## config.mk

```make
export PLATFORM = sky130hd
export DESIGN_NAME = fuse_pair_detect
export DESIGN_NICKNAME = d
export VERILOG_FILES = /design/src/rtl/fuse_pkg.sv /design/src/rtl/fuse_pair_match.sv /design/src/rtl/fuse_claim_chain.sv /design/src/rtl/fuse_out_stage.sv /design/src/rtl/fuse_pair_detect.sv
export SDC_FILE = /design/constraint.sdc
export NUM_CORES = 1
export LEC_CHECK = 0
export BUFFER_PORTS_ARGS = -buffer_cell sky130_fd_sc_hd__buf_4
export CORE_AREA = 2 2 128 130
export CTS_CLUSTER_DIAMETER = 40
export CTS_CLUSTER_SIZE = 20
export DETAILED_ROUTE_END_ITERATION = 6
export DIE_AREA = 0 0 130 132
export PLACE_DENSITY = 0.85
export SYNTH_ARGS = -nofsm -noshare
export SYNTH_HDL_FRONTEND = slang
export SYNTH_SLANG_ARGS = --single-unit
export TNS_END_PERCENT = 100
```

## constraint.sdc

```tcl
create_clock -name clk -period 1.2 [get_ports clk]
set_clock_uncertainty 0.2 [all_clocks]
set_input_delay 0.12 -clock clk [delete_from_list [all_inputs] [get_ports clk]]
set_output_delay 0.12 -clock clk [all_outputs]
set_load 0.05 [all_outputs]
```

## src/rtl/fuse_pkg.sv

```systemverilog
package fuse_pkg;
   localparam int unsigned ILEN    = 32;
   localparam int unsigned REGW    = 5;
   localparam int unsigned OPW     = 4;

   typedef enum logic [OPW-1:0] {
      FOP_NONE    = 4'd0,
      FOP_ZEXTW   = 4'd1,
      FOP_ZEXTH   = 4'd2,
      FOP_ZEXTHW  = 4'd3,
      FOP_SEXTHW  = 4'd4,
      FOP_SHADD1  = 4'd5,
      FOP_SHADD2  = 4'd6,
      FOP_SHADD3  = 4'd7,
      FOP_SHADD4  = 4'd8,
      FOP_SRADD29 = 4'd9,
      FOP_SRADD30 = 4'd10,
      FOP_SRADD31 = 4'd11,
      FOP_SRADD32 = 4'd12,
      FOP_BYTE1   = 4'd13,
      FOP_ODDADD  = 4'd14,
      FOP_ODDADDW = 4'd15
   } fuse_op_e;

   localparam logic [6:0] OPC_IMM   = 7'h13;
   localparam logic [6:0] OPC_IMMW  = 7'h1B;
   localparam logic [6:0] OPC_REG   = 7'h33;
   localparam logic [6:0] OPC_REGW  = 7'h3B;

   typedef struct packed {
      logic [REGW-1:0] src1;
      logic [REGW-1:0] src2;
      logic [REGW-1:0] dst;
   } fuse_regs_t;

   function automatic logic [REGW-1:0] fld_rd(input logic [ILEN-1:0] w);
      return w[11:7];
   endfunction

   function automatic logic [REGW-1:0] fld_rs1(input logic [ILEN-1:0] w);
      return w[19:15];
   endfunction

   function automatic logic [REGW-1:0] fld_rs2(input logic [ILEN-1:0] w);
      return w[24:20];
   endfunction
endpackage

```

## src/rtl/fuse_pair_match.sv

```systemverilog
module fuse_pair_match
   import fuse_pkg::*;
(
   input  logic [ILEN-1:0] first_w,
   input  logic [ILEN-1:0] second_w,
   input  logic            both_valid,
   output logic            hit,
   output fuse_op_e        op,
   output fuse_regs_t      regs
);
   logic [REGW-1:0] a_rd, a_rs1, b_rd, b_rs1, b_rs2;
   logic [2:0]      a_f3, b_f3;
   logic [5:0]      a_sh6, b_sh6;
   logic [4:0]      a_sh5, b_sh5;
   logic [11:0]     a_imm, b_imm;
   logic a_slli, a_srli, a_andi, a_slliw;
   logic b_srli, b_andi, b_srliw, b_sraiw, b_add, b_addw;
   logic link, add_ok, addw_ok, add_form;
   fuse_op_e cand;

   always_comb begin
      a_rd  = fld_rd(first_w);
      a_rs1 = fld_rs1(first_w);
      b_rd  = fld_rd(second_w);
      b_rs1 = fld_rs1(second_w);
      b_rs2 = fld_rs2(second_w);
      a_f3  = first_w[14:12];
      b_f3  = second_w[14:12];
      a_sh6 = first_w[25:20];
      b_sh6 = second_w[25:20];
      a_sh5 = first_w[24:20];
      b_sh5 = second_w[24:20];
      a_imm = first_w[31:20];
      b_imm = second_w[31:20];

      a_slli  = (first_w[6:0] == OPC_IMM)  && (a_f3 == 3'b001) && (first_w[31:26] == 6'd0);
      a_srli  = (first_w[6:0] == OPC_IMM)  && (a_f3 == 3'b101) && (first_w[31:26] == 6'd0);
      a_andi  = (first_w[6:0] == OPC_IMM)  && (a_f3 == 3'b111);
      a_slliw = (first_w[6:0] == OPC_IMMW) && (a_f3 == 3'b001) && (first_w[31:25] == 7'd0);

      b_srli  = (second_w[6:0] == OPC_IMM)  && (b_f3 == 3'b101) && (second_w[31:26] == 6'd0);
      b_andi  = (second_w[6:0] == OPC_IMM)  && (b_f3 == 3'b111);
      b_srliw = (second_w[6:0] == OPC_IMMW) && (b_f3 == 3'b101) && (second_w[31:25] == 7'd0);
      b_sraiw = (second_w[6:0] == OPC_IMMW) && (b_f3 == 3'b101) && (second_w[31:25] == 7'b0100000);
      b_add   = (second_w[6:0] == OPC_REG)  && (b_f3 == 3'b000) && (second_w[31:25] == 7'd0);
      b_addw  = (second_w[6:0] == OPC_REGW) && (b_f3 == 3'b000) && (second_w[31:25] == 7'd0);

      link    = (b_rd == a_rd) && (b_rs1 == a_rd) && (a_rd != '0);
      add_ok  = b_add  && (b_rs2 != a_rd);
      addw_ok = b_addw && (b_rs2 != a_rd);

      cand     = FOP_NONE;
      add_form = 1'b0;
      if (a_slli && b_srli && a_sh6 == 6'd32 && b_sh6 == 6'd32)
         cand = FOP_ZEXTW;
      else if (a_slli && b_srli && a_sh6 == 6'd48 && b_sh6 == 6'd48)
         cand = FOP_ZEXTH;
      else if (a_slliw && b_srliw && a_sh5 == 5'd16 && b_sh5 == 5'd16)
         cand = FOP_ZEXTHW;
      else if (a_slliw && b_sraiw && a_sh5 == 5'd16 && b_sh5 == 5'd16)
         cand = FOP_SEXTHW;
      else if (a_slli && add_ok && a_sh6 >= 6'd1 && a_sh6 <= 6'd4) begin
         cand     = fuse_op_e'(4'(a_sh6) + 4'd4);
         add_form = 1'b1;
      end else if (a_srli && add_ok && a_sh6 >= 6'd29 && a_sh6 <= 6'd32) begin
         cand     = fuse_op_e'(4'(a_sh6 - 6'd20));
         add_form = 1'b1;
      end else if (a_srli && b_andi && a_sh6 == 6'd8 && b_imm == 12'd255)
         cand = FOP_BYTE1;
      else if (a_andi && a_imm == 12'd1 && add_ok) begin
         cand     = FOP_ODDADD;
         add_form = 1'b1;
      end else if (a_andi && a_imm == 12'd1 && addw_ok) begin
         cand     = FOP_ODDADDW;
         add_form = 1'b1;
      end

      hit       = both_valid && link && (cand != FOP_NONE);
      op        = hit ? cand : FOP_NONE;
      regs.src1 = hit ? a_rs1 : '0;
      regs.src2 = (hit && add_form) ? b_rs2 : '0;
      regs.dst  = hit ? a_rd : '0;
   end
endmodule

```

## src/rtl/fuse_claim_chain.sv

```systemverilog
module fuse_claim_chain #(
   parameter int unsigned LANES = 6
) (
   input  logic [LANES-2:0] pair_hit,
   output logic [LANES-1:0] start,
   output logic [LANES-1:0] drop
);
   initial begin
      if (LANES < 2) $error("fuse_claim_chain: LANES must be at least 2");
   end

   always_comb begin
      logic taken;
      taken = 1'b0;
      start = '0;
      for (int i = 0; i < LANES - 1; i++) begin
         start[i] = pair_hit[i] && !taken;
         taken    = start[i];
      end
      drop = {start[LANES-2:0], 1'b0};
   end
endmodule

```

## src/rtl/fuse_out_stage.sv

```systemverilog
module fuse_out_stage #(
   parameter int unsigned WIDTH      = 8,
   parameter bit          REGISTERED = 1'b1
) (
   input  logic             clk,
   input  logic             rst_n,
   input  logic [WIDTH-1:0] d,
   output logic [WIDTH-1:0] q
);
   initial begin
      if (WIDTH < 1) $error("fuse_out_stage: WIDTH must be positive");
   end

   generate
      if (REGISTERED) begin : g_reg
         always_ff @(posedge clk or negedge rst_n) begin
            if (!rst_n) q <= '0;
            else        q <= d;
         end
      end else begin : g_wire
         assign q = d;
      end
   endgenerate
endmodule

```

## src/rtl/fuse_pair_detect.sv

```systemverilog
module fuse_pair_detect
   import fuse_pkg::*;
#(
   parameter int unsigned LANES      = 6,
   parameter bit          REGISTERED = 1'b1
) (
   input  logic                  clk,
   input  logic                  rst_n,
   input  logic [LANES-1:0]      in_valid,
   input  logic [LANES*ILEN-1:0] in_instr,
   output logic [LANES-1:0]      out_fuse,
   output logic [LANES-1:0]      out_drop,
   output logic [LANES*OPW-1:0]  out_op,
   output logic [LANES*REGW-1:0] out_src1,
   output logic [LANES*REGW-1:0] out_src2,
   output logic [LANES*REGW-1:0] out_dst
);
   localparam int unsigned PAIRS  = LANES - 1;
   localparam int unsigned LANE_W = 2 + OPW + 3 * REGW;
   localparam int unsigned BUS_W  = LANES * LANE_W;

   initial begin
      if (LANES < 2)   $error("fuse_pair_detect: LANES must be at least 2");
      if (ILEN != 32)  $error("fuse_pair_detect: instruction width must be 32");
   end

   logic [PAIRS-1:0] pair_hit;
   fuse_op_e         pair_op   [PAIRS];
   fuse_regs_t       pair_regs [PAIRS];
   logic [LANES-1:0] start, drop;
   logic [BUS_W-1:0] bus_d, bus_q;

   generate
      for (genvar p = 0; p < PAIRS; p++) begin : g_pair
         fuse_pair_match u_match (
            .first_w    (in_instr[p*ILEN +: ILEN]),
            .second_w   (in_instr[(p+1)*ILEN +: ILEN]),
            .both_valid (in_valid[p] && in_valid[p+1]),
            .hit        (pair_hit[p]),
            .op         (pair_op[p]),
            .regs       (pair_regs[p])
         );
      end
   endgenerate

   fuse_claim_chain #(.LANES(LANES)) u_chain (
      .pair_hit (pair_hit),
      .start    (start),
      .drop     (drop)
   );

   generate
      for (genvar l = 0; l < LANES; l++) begin : g_lane
         if (l < PAIRS) begin : g_src
            assign bus_d[l*LANE_W +: LANE_W] = start[l]
               ? {1'b1, drop[l], OPW'(pair_op[l]), pair_regs[l]}
               : {1'b0, drop[l], {(OPW + 3*REGW){1'b0}}};
         end else begin : g_tail
            assign bus_d[l*LANE_W +: LANE_W] = {1'b0, drop[l], {(OPW + 3*REGW){1'b0}}};
         end
      end
   endgenerate

   fuse_out_stage #(.WIDTH(BUS_W), .REGISTERED(REGISTERED)) u_out (
      .clk   (clk),
      .rst_n (rst_n),
      .d     (bus_d),
      .q     (bus_q)
   );

   generate
      for (genvar l = 0; l < LANES; l++) begin : g_unpack
         localparam int unsigned B = l * LANE_W;
         assign out_fuse[l]             = bus_q[B + LANE_W - 1];
         assign out_drop[l]             = bus_q[B + LANE_W - 2];
         assign out_op[l*OPW +: OPW]    = bus_q[B + 3*REGW +: OPW];
         assign out_src1[l*REGW +: REGW] = bus_q[B + 2*REGW +: REGW];
         assign out_src2[l*REGW +: REGW] = bus_q[B + REGW +: REGW];
         assign out_dst[l*REGW +: REGW]  = bus_q[B +: REGW];
      end
   endgenerate
endmodule

```

==> results of run 1 <==
metrics by stage:
| step | worst slack (ns) | area [sq um] | cells |
|---|---|---|---|
| after detailed placement | -2.12 | 11600 | 1537 |
| after global placement | -2.01 | 11600 | 1537 |
| after floorplan | -1.76 | 7350 | 807 |
| after CTS | -1.54 | 13600 | 1636 |
cells by family after synthesis:
kind of cell             after synthesis  share of synthesized area [%]
adder cells (fa/ha/maj)               20                           3.52
other                                  1                         0.0527
multiplexers                           6                          0.879
buffers and inverters                 83                           6.20
AO/OA/AOI/OAI                        137                           14.4
AND/OR/NAND/NOR                      415                           36.7
flip-flops                           100                           35.2
XOR/XNOR                              25                           3.08
Yosys cell counts, types with 6 or more instances:
cell / instances
nand3b_1: 6
xnor2_1: 7
buf_4: 28
ha_1: 20
nand3_1: 23
nor3_2: 9
nor4_1: 39
nand2_1: 35
clkbuf_1: 19
and3_1: 35
or4_1: 8
buf_2: 8
nor2b_1: 21
a21oi_1: 27
a2111oi_0: 6
nor2_1: 46
inv_1: 25
o2111ai_1: 9
a211oi_1: 7
dfrtp_1: 100
xor2_1: 18
o211ai_1: 16
o21a_1: 6
nor3_1: 35
and2_1: 27
nor4b_1: 14
nor3b_1: 10
a31oi_1: 7
o21ai_0: 12
or3_1: 16
nand4b_1: 12
or2_2: 6
nand4_1: 34
what timing repair did:
action | CTS
buffers inserted | 22
hold buffers | 58
gates resized for setup | 194
endpoints found under the hold margin | 159
cloned | 3
pin swaps | 23
setup endpoints to repair | 205
metal layers:
layer | overflow | GRT usage [%]
met1 | 0 | 76.8
met2 | 2 | 88.6
met3 | 0 | 64.3
met5 | 0 | 41.2
met4 | 7 | 73.1
==> results.md, run 1 <==
* Outcome: aborted with a tool error
* Exit stage: global routing (5_1_grt)
* Err: [ERROR GRT-0232] Routing congestion too high. Check the congestion heatmap in the GUI.
* Cell area after synthesis at 7120 sq um
* Num Clock Sinks at 100
* WEP type: register data pin
* Die Y-Extent at around 130 um
* FFs w/ async S/R, synth at 100%
* Boundary Pins at 326
* Die Wd at between 100 and 150 um
* HPWL after DPL at 23,400 um
* PortBufs at 304
* Yosys top cell area share at 35.2%
* Cell count after synthesis at between 700 and 800
* Clock Path Buffers at 2
* Top cell type by total area after synthesis: dfrtp_1
* Largest net degree at the start of global routing at 75
* Syn Area/Cell at 9.04 sq um
* Global route overflow at 9
* #FFs+latches synth at 100
* Tot GR Track Use at 76.1%
* Total CTS buffers at 9
* CTS H-Tree Depth at 3
* Synth cell types at 81
* Sequential share of the synthesized area at 35.2%
* Initial Utilization at 45.3%
* GRT worst endpoint: u_out.q[69]$_DFF_PN0_/D
* Root Driver: clkbuf_16
* Top_reg_cell synth: dfrtp_1
* Antenna violations before repair at 9
* Ranking of synthesized cells by area: dfrtp_1, ha_1, nor4_1
* Yosys warns at 0
* Final RePlAce weighted congestion at around 0.99
* EDFF count, synth at 0
* Rows at 46
==> run 2, diff against run 1 <==
Settings changed: CORE_AREA 2 2 128 130 to 2 2 137 139, CTS_CLUSTER_DIAMETER 40 to unset, CTS_CLUSTER_SIZE 20 to unset, DIE_AREA 0 0 130 132 to 0 0 139 141, PLACE_DENSITY 0.85 to unset, PLACE_DENSITY_LB_ADDON set to 0.15.
==> results.md, run 2 <==
* Most frequent cell after synthesis: dfrtp_1
* Die Wd at 139 um
* Root Driver: clkbuf_16
* Cell area after synthesis at approximately 7000 sq um
* Cell count after synthesis at 787
* CP max stage delay at about 0.55 ns
* Rows at 50
* HPWL after DPL at 23,100 um
* Final RePlAce weighted congestion at between 0.9 and 1
* Max Slew Vio Count at 0
* Buf/Inv on CP at 5
* Critical-path cell list: buf_8, clkinv_8, ha_4, nor3b_4, nand4_1, or4b_4, nor4b_4, o32ai_2, a2111o_1, buf_4, buf_6, buf_6, nor2_4, and2_1
* Yosys top cell area share at 35.2%
* Largest regs: u_out.q (100)
* Commonest non-fill, non-tap cell in the layout: buf_4
* Worst Path Arrival at between 2 and 3 ns
* Ranking of synthesized cells by area: dfrtp_1, ha_1, nor4_1
* Critical path class: input pin to flip-flop
* #FFs+latches synth at 100
* Boundary Pins at 326
* Setup violators final at 164
* Final setup margin at -1.60 ns
* Top cell type by total area after synthesis: dfrtp_1
* First-pass GRT wire length at about 47,000 um
* Vias in the first global route at 9,146
* Num Clock Sinks at 100
* Max Freq at between 0.3 and 0.4 GHz
* Yosys warns at 0
* Sequential share of the synthesized area at 35.2%
* Peak VDD IR at roughly 600 uV
* Syn Area/Cell at 9.04 sq um
* CTS tree: yes
* Tot GR Track Use at 30.0%
* Top post-synthesis cells by count: dfrtp_1, nor2_1, nor4_1
* Nets at about 1.7k
* Critical-path top delay cell: or4b_4
* Vias per cell at 5.51
* Share of post-route cells with drive strength above 1 at between 50 and 60%
* Clock-pin slew on the worst setup and hold paths at around 0.080 ns
* Failing checks: hold timing, setup timing
* Die Y-Extent at 141 um
* HP Class: input pin to async pin
* Max reg flops at 100
* DR WL/cell at between 15 and 20 um
* CTS H-Tree Depth at 3
* Fin crit period at between 2 and 3 ns
* Largest reg by FF count: u_out.q
* Clock Path Buffers at 2
* Most frequent CP cell: buf_6
* Initial Utilization at 39.0%
* FFs w/ async S/R, synth at 100%
* Crit path max fanout at 6
* Core area at 18,300 sq um
* Fillcell total at 1,285
* Power per standard cell area at between 600 and 700 nW/um^2
* Crit path max-delay family: simple AND/OR/NAND/NOR gates
* Global route overflow at 0
* Final Util at 76.2%
* Top_reg_cell synth: dfrtp_1
* Slew @ Worst Pin at 0.616 ns
* Area Growth Syn to Fin at 95.4%
* Fin Hold WS at -0.0207 ns
* Most frequent cells in the layout: buf_4, buf_6, dfrtp_1, dlygate4sd3_1, nor2_1
* DRC Markers at 0
* TritonRoute pass-1 iters at 5
* EDFF count, synth at 0
* Tcrit/Tclk final at 233%
* Antenna violations before repair at 1
* PortBufs at 304
* Critical Path End Type: flip-flop
* Outcome: complete, but fails checks
* Max Cap Violations at 0
* Iteration-0 DRC Markers at roughly 540
* Relative slew slack at 58.5%
* Via count at a little over 9k
* Crit path launch: in_instr[23]
* Total CTS buffers at 9
* RSZ-0062 raised after global routing: yes
* Wirelength, routed at 30,800 um
* Leakage at 6.56 nW
* Post-route ant nets at 0
* Required time worst endpoint at about 1.3 ns
* Largest net degree at the start of global routing at 36
* Final Hold Viols at 12
* Die footprint at 19,600 sq um
* CP Launch Type: input pin
* Synth cell types at 81
## run 2: cell counts after synthesis
Identical to the previous run, type by type.
## run 2: through the flow
stage	setup WS [ns]	total power [mW]	cells	setup TNS [ns]	area, sq um
finish	-1.60	8.54	1679	-148.41	13900
global route	-1.70	8.85	1679	-160.99	13900
CTS	-1.51	8.50	1674	-137.72	13700
detailed placement	-1.99	5.43	1567	-180.03	11800
global placement	-1.92	5.41	1567	-176.59	11800
floorplan	-1.76	4.08	807	-156.55	7350
## run 2: cell families (layout without fill, tap and decap cells)
kind of cell | count (synthesis) | in the layout | share of synthesized area (%)
xor+xnor | 25 | 25 | 3.08
other cells | 1 | 22 | 0.0527
simple gates | 415 | 416 | 36.7
compound gates | 137 | 137 | 14.4
mux | 6 | 6 | 0.879
buf+inv | 83 | 719 | 6.20
flops | 100 | 100 | 35.2
fa+ha+maj | 20 | 20 | 3.52
## run 2: per-layer routing
| layer | global-route usage [%] | routed length (um) |
|---|---|---|
| met5 | 0 | 0 |
| met4 | 11.2 | 1140 |
| met3 | 3.43 | 1990 |
| met2 | 52.3 | 15300 |
| met1 | 38.4 | 12400 |
## run 2: area by class of cell
type	instances	area (sq um)	area share (%)
well taps	234	293	2.10
multi-input cells	625	4860	34.9
clock buffers	10	239	1.72
inverters	26	120	0.863
repair buffers	677	5830	41.9
diodes	1	2.50	0.0180
flip-flops and latches	100	2510	18.0
clock inverters	6	55.1	0.396
## run 2: worst paths after layout
kind,endpoint,slack [ns],cells after the start
worst max-delay path,u_out.q[22]$_DFF_PN0_,-1.60,14
worst min-delay path,u_out.q[2]$_DFF_PN0_,-0.02,2
max in group asynchronous,u_out.q[60]$_DFF_PN0_,0.32,3
min in group clk,u_out.q[88]$_DFF_PN0_,0.01,4
## run 2: where the power goes
| part | switching [mW] | internal [mW] | total [mW] |
|---|---|---|---|
| logic | 1.08 | 1.22 | 2.30 |
| registers | 0.0000000000000257 | 3.37 | 3.37 |
| clock network | 1.37 | 1.50 | 2.87 |
| total | 2.45 | 6.09 | 8.54 |
## run 2: timing repair
action / CTS / global route
hold buffers: 64 / 0
buffers inserted: 24 / 7
hold endpoints to repair: 163 / 0
gates resized for setup: 186 / 43
pin swaps: 30 / 12
endpoints found under the setup margin: 205 / 205
cloned: 3 / 0
Note: power is estimated with default switching activity, not from simulation.
==> run 3, diff against run 2 <==
Settings changed: CTS_BUF_LIST set to sky130_fd_sc_hd__clkbuf_8 sky130_fd_sc_hd__clkbuf_16, CTS_CLUSTER_DIAMETER set to 200, PLACE_DENSITY_LB_ADDON 0.15 to 0.12.
==> results.md, run 3 (synthesized netlist as in run 2, its figures left out) <==
* Outcome: complete, but fails checks
* Failing checks: setup timing
* Leakage at 6.59 nW
* Final Hold Viols at 0
* Largest net degree at the start of global routing at 33
* Vias in the first global route at 9,382
* Required time worst endpoint at 1.28 ns
* First-pass GRT wire length at 49,000 um
* Via count at 9,130
* CP Launch Type: input pin
* Largest reg by FF count: u_out.q
* Num Clock Sinks at 100
* Critical path class: input pin to flip-flop
* CTS H-Tree Depth at 3
* Tot GR Track Use at 31.2%
* Share of post-route cells with drive strength above 1 at between 50% and 60%
* Power per standard cell area at 629 nW/um^2
* Die Y-Extent at 141 um
* CP max stage delay at 0.54 ns
* Antenna violations before repair at 1
* Initial Utilization at 39.0%
* Critical-path top delay cell: or4_4
* Final Util at 77.0%
* Vias per cell at 5.47
* Crit path max-delay family: simple AND/OR/NAND/NOR gates
* Commonest non-fill, non-tap cell in the layout: buf_4
* RSZ-0062 raised after global routing: yes
* Tcrit/Tclk final at 234%
* Max Freq at 0.356 GHz
* Buf/Inv on CP at 4
* Fin crit period at 2.81 ns
* Global route overflow at 0
* HPWL after DPL at 23,500 um
* Crit path max fanout at 6
* Final RePlAce weighted congestion at 0.940
* Critical-path cell list: buf_6, nor4b_4, nand4_1, or4_4, nor4b_4, o32ai_2, a2111o_1, buf_4, buf_6, buf_6, nor2_4, and2_4
* Tot Pwr at 8.85 mW
* PortBufs at between 300 and 400
* Peak VDD IR at 602 uV
* Core area at 18,300 sq um
* Clock-pin slew on the worst setup and hold paths at 0.07 ns
* Worst Path Arrival at 2.89 ns
* Relative slew slack at about three fifths
* Wirelength, routed at 32,200 um
* Die footprint at 19,600 sq um
* Critical Path End Type: flip-flop
* Setup violators final at around 150
* Boundary Pins at 326
* Placed inst area at 11,800 sq um
* DR WL/cell at between 15 and 20 um
* Most frequent cells in the layout: buf_4, buf_6, dfrtp_1, dlygate4sd3_1, nor2_1
* Die Wd at approximately 140 um
* Area Growth Syn to Fin at 97.7%
* Total Neg Setup Slack at -146.65 ns
* Nets at 1,650
* Clock Path Buffers at 2
* Total CTS buffers at 9
* Post-route cell area at 14,100 sq um
* HP Class: input pin to flip-flop
* Max Cap Violations at 0
* DRC Markers at 0
* CTS tree: yes
* Iteration-0 DRC Markers at 516
* Root Driver: clkbuf_16
* Rows at 50
* Final setup margin at -1.61 ns
* Post-route ant nets at 0
* Slew @ Worst Pin at 0.572 ns
* Max Slew Vio Count at 0
* Max reg flops at 100
* Most frequent CP cell: buf_6
* Largest regs: u_out.q (100)
* TritonRoute pass-1 iters at 4
run 3: cell types whose count changed in the layout (fill, tap and decap cells not counted), sizes merged:
cell	previous run	this run
dlygate4sd3	64	53
clkinvlp	1	2
buf	613	612
clkinv	3	1
bufinv	0	2
inv	28	30
run 3: metrics by stage:
step	setup slack (ns)	hold WS, ns	instances
after global placement	-2.07	-0.174	1567
after global routing	-1.70	-0.00263	1670
final	-1.61	0.00441	1670
after detailed placement	-2.12	-0.172	1567
after floorplan	-1.76	-0.376	807
after CTS	-1.55	-0.00535	1666
run 3: worst paths after layout:
path | from | to | slack (ns) | depth (start not counted)
setup / recovery | in_instr[60] | u_out.q[24]$_DFF_PN0_ | -1.61 | 12
hold / removal | in_instr[74] | u_out.q[45]$_DFF_PN0_ | 0.004 | 3
max in group asynchronous | rst_n | u_out.q[25]$_DFF_PN0_ | 0.31 | 3
min in group asynchronous | rst_n | u_out.q[3]$_DFF_PN0_ | 0.01 | 2
run 3: layout make-up:
| cell class | instances | area (sq um) |
|---|---|---|
| tap | 234 | 293 |
| clock buffer | 10 | 239 |
| clock inverter | 6 | 87.6 |
| inverter | 26 | 130 |
| timing repair buffer | 665 | 5780 |
| timing repair inverter | 3 | 42.5 |
| antenna | 1 | 2.50 |
| sequential | 100 | 2510 |
| multi-input combinational | 625 | 4990 |
| fill | 1212 | 4190 |
run 3: report_power, final:
group | switching (mW) | leakage, nW | internal (mW)
Sequential | 0.0000000000000253 | 1.39 | 3.37
Combinational | 1.10 | 5.04 | 1.19
Clock | 1.31 | 0.157 | 1.89
run 3: metal layers:
metal / routed length (um) / GRT usage (%) / part of all wire, %
met1: 12200 / 36.3 / 38
met3: 1750 / 3.53 / 5.4
met4: 1560 / 13.8 / 4.9
met2: 16600 / 57.8 / 52
met5: 0 / 0 / 0
run 3: what timing repair did:
item	4_1_cts	5_1_grt
hold buffers	53	0
cloned	5	0
pin swaps	26	12
gates resized for setup	207	64
setup buffers	25	4
endpoints found under the hold margin	153	0
setup endpoints to repair	205	201
==> run 4, diff against run 3 <==
Settings changed: GPL_TIMING_DRIVEN set to 0.
Clock period 1.2 ns to 2.5 ns, I/O delays scaled along.
==> results.md, run 4 (synthesized netlist as in run 2, its figures left out) <==
* Outcome: complete, but fails checks
* Failing checks: setup timing
* Rows at 50
* Final setup margin at -0.657 ns
* Fin Hold WS at 0.0109 ns
* Largest reg by FF count: u_out.q
* Worst Path Arrival at 3.19 ns
* Busiest grt layer: met2
* Power per standard cell area at 330 nW/um^2
* First-pass GRT wire length at 42,500 um
* Met1 GRT Util at 36.0%
* Tot GR Track Use at 26.9%
* Final RePlAce weighted congestion at 0.928
* Antenna violations before repair at 0
* Tcrit/Tclk final at 126%
* Antenna diodes at 0
* CTS tree: yes
* Relative slew slack at 38.4%
* TritonRoute pass-1 iters at 5
* CP Launch Type: input pin
* Max reg flops at 100
* DRC Markers at 0
* Num Clock Sinks at 100
* Crit path max fanout at 6
* Final Hold Viols at 0
* Peak VDD IR at 271 uV
* Grt met3 use at between 4 and 5%
* Area Growth Syn to Fin at 63.5%
* Commonest non-fill, non-tap cell in the layout: buf_4
* PortBufs at 293
* Leakage at 5.35 nW
* Iteration-0 DRC Markers at 418
* HP Class: input pin to flip-flop
* Placed inst area at about 9800 sq um
* Largest net degree at the start of global routing at ~100
* Initial Utilization at 39.0%
* Vias per cell at 5.59
* HPWL after DPL at 20,700 um
* Wirelength, routed at around 28,000 um
* Vias in the first global route at 7,747
* DR WL/cell at 19.3 um
* Core area at around 18,000 sq um
* Critical path class: input pin to flip-flop
* Die Y-Extent at ~140 um
* Fillcell total at roughly 1.6k
* Critical Path End Type: flip-flop
* Via count at roughly 8.1k
* Fin crit period at 3.16 ns
* CTS H-Tree Depth at 3
* Root Driver: clkbuf_16
* Tot Pwr at 3.84 mW
* Setup violators final at 95
* Most frequent cells in the layout: buf_4, dfrtp_1, dlygate4sd3_1, nor2_1, nand2_1
* Required time worst endpoint at around 2.5 ns
* Max Slew Vio Count at 0
* Boundary Pins at around 330
* Post-route ant nets at 0
* Share of post-route cells with drive strength above 1 at 44.0%
* Clock-pin slew on the worst setup and hold paths at 0.07 ns
* Max Cap Violations at 0
* Post-route cell area at 11,600 sq um
* Global route overflow at 0
* RSZ-0062 raised after global routing: yes
* Nets at 1,428
* Max Freq at ~0.32 GHz
* Largest regs: u_out.q (100)
* Total CTS buffers at 9
* Clock Path Buffers at 2
* Slew @ Worst Pin at 0.923 ns
* Die footprint at 19,600 sq um
* Die Wd at 139 um
* Met2 usage at 45.4%
run 4: cell types whose count changed in the layout (fill, tap and decap cells not counted), moves of 10 or more:
cell | previous run | this run
clkbuf_1 | 0 | 14
buf_6 | 128 | 18
a21oi_2 | 0 | 14
dlygate4sd3_1 | 53 | 43
buf_4 | 469 | 357
a21oi_1 | 26 | 13
run 4: final cells by class:
cell class | instances | area, sq um | area share [%]
flip-flops and latches | 100 | 2500 | 21.5
well taps | 234 | 293 | 2.52
inverters | 26 | 123 | 1.05
clock buffers | 9 | 225 | 1.93
plain buffers | 55 | 393 | 3.37
clock inverters | 7 | 66.3 | 0.570
repair buffers | 392 | 3180 | 27.3
multi-input cells | 624 | 4860 | 41.7
run 4: worst max-delay path, cell delays in order:
cell and delay (ns):
buf_12 0.11, inv_8 0.05, ha_4 0.15, nor3b_4 0.21, nand3_2 0.11, or4_4 0.53, nor4b_4 0.34, o32ai_2 0.13
a2111o_1 0.41, buf_6 0.14, o211ai_4 0.25, clkinv_4 0.17, buf_12 0.17, and3_4 0.15
run 4: what timing repair did:
item,in CTS,in global routing
buffers inserted,31,22
endpoints found under the setup margin,96,97
hold buffers,40,3
pin swaps,19,24
cloned,6,0
endpoints found under the hold margin,40,102
gates resized for setup,104,70
run 4: worst paths after layout:
path,from,to,slack (ns),cells after the start
setup / recovery,in_instr[54],u_out.q[47]$_DFF_PN0_,-0.66,14
hold / removal,in_instr[39],u_out.q[21]$_DFF_PN0_,0.01,2
max in group asynchronous,rst_n,u_out.q[78]$_DFF_PN0_,1.08,2
min in group asynchronous,rst_n,u_out.q[46]$_DFF_PN0_,0.36,2
run 4: power breakdown:
| part | switching (mW) | internal, mW | total [mW] |
|---|---|---|---|
| combinational | 0.453 | 0.402 | 0.855 |
| sequential | 0.00000000000000682 | 1.62 | 1.62 |
| clock | 0.674 | 0.699 | 1.37 |
| total | 1.13 | 2.72 | 3.84 |
run 4: metal layers:
layer / vias up / wire, um
met5: - / 0
met4: 0 / 590
met3: 41 / 1980
met2: 361 / 13800
met1: 3867 / 11500
li1: 3823 / -
run 4: through the flow:
| stage | instances | util, % | setup TNS [ns] | setup WS, ns |
|---|---|---|---|---|
| after CTS | 1427 | 61.2 | -39.59 | -0.570 |
| after detailed placement | 1334 | 53.5 | -120.12 | -1.49 |
| after global routing | 1447 | 63.7 | -49.37 | -0.745 |
| after floorplan | 807 | - | -42.07 | -0.592 |
| after global placement | 1334 | 53.5 | -118.40 | -1.48 |
| final | 1447 | 63.7 | -42.49 | -0.657 |
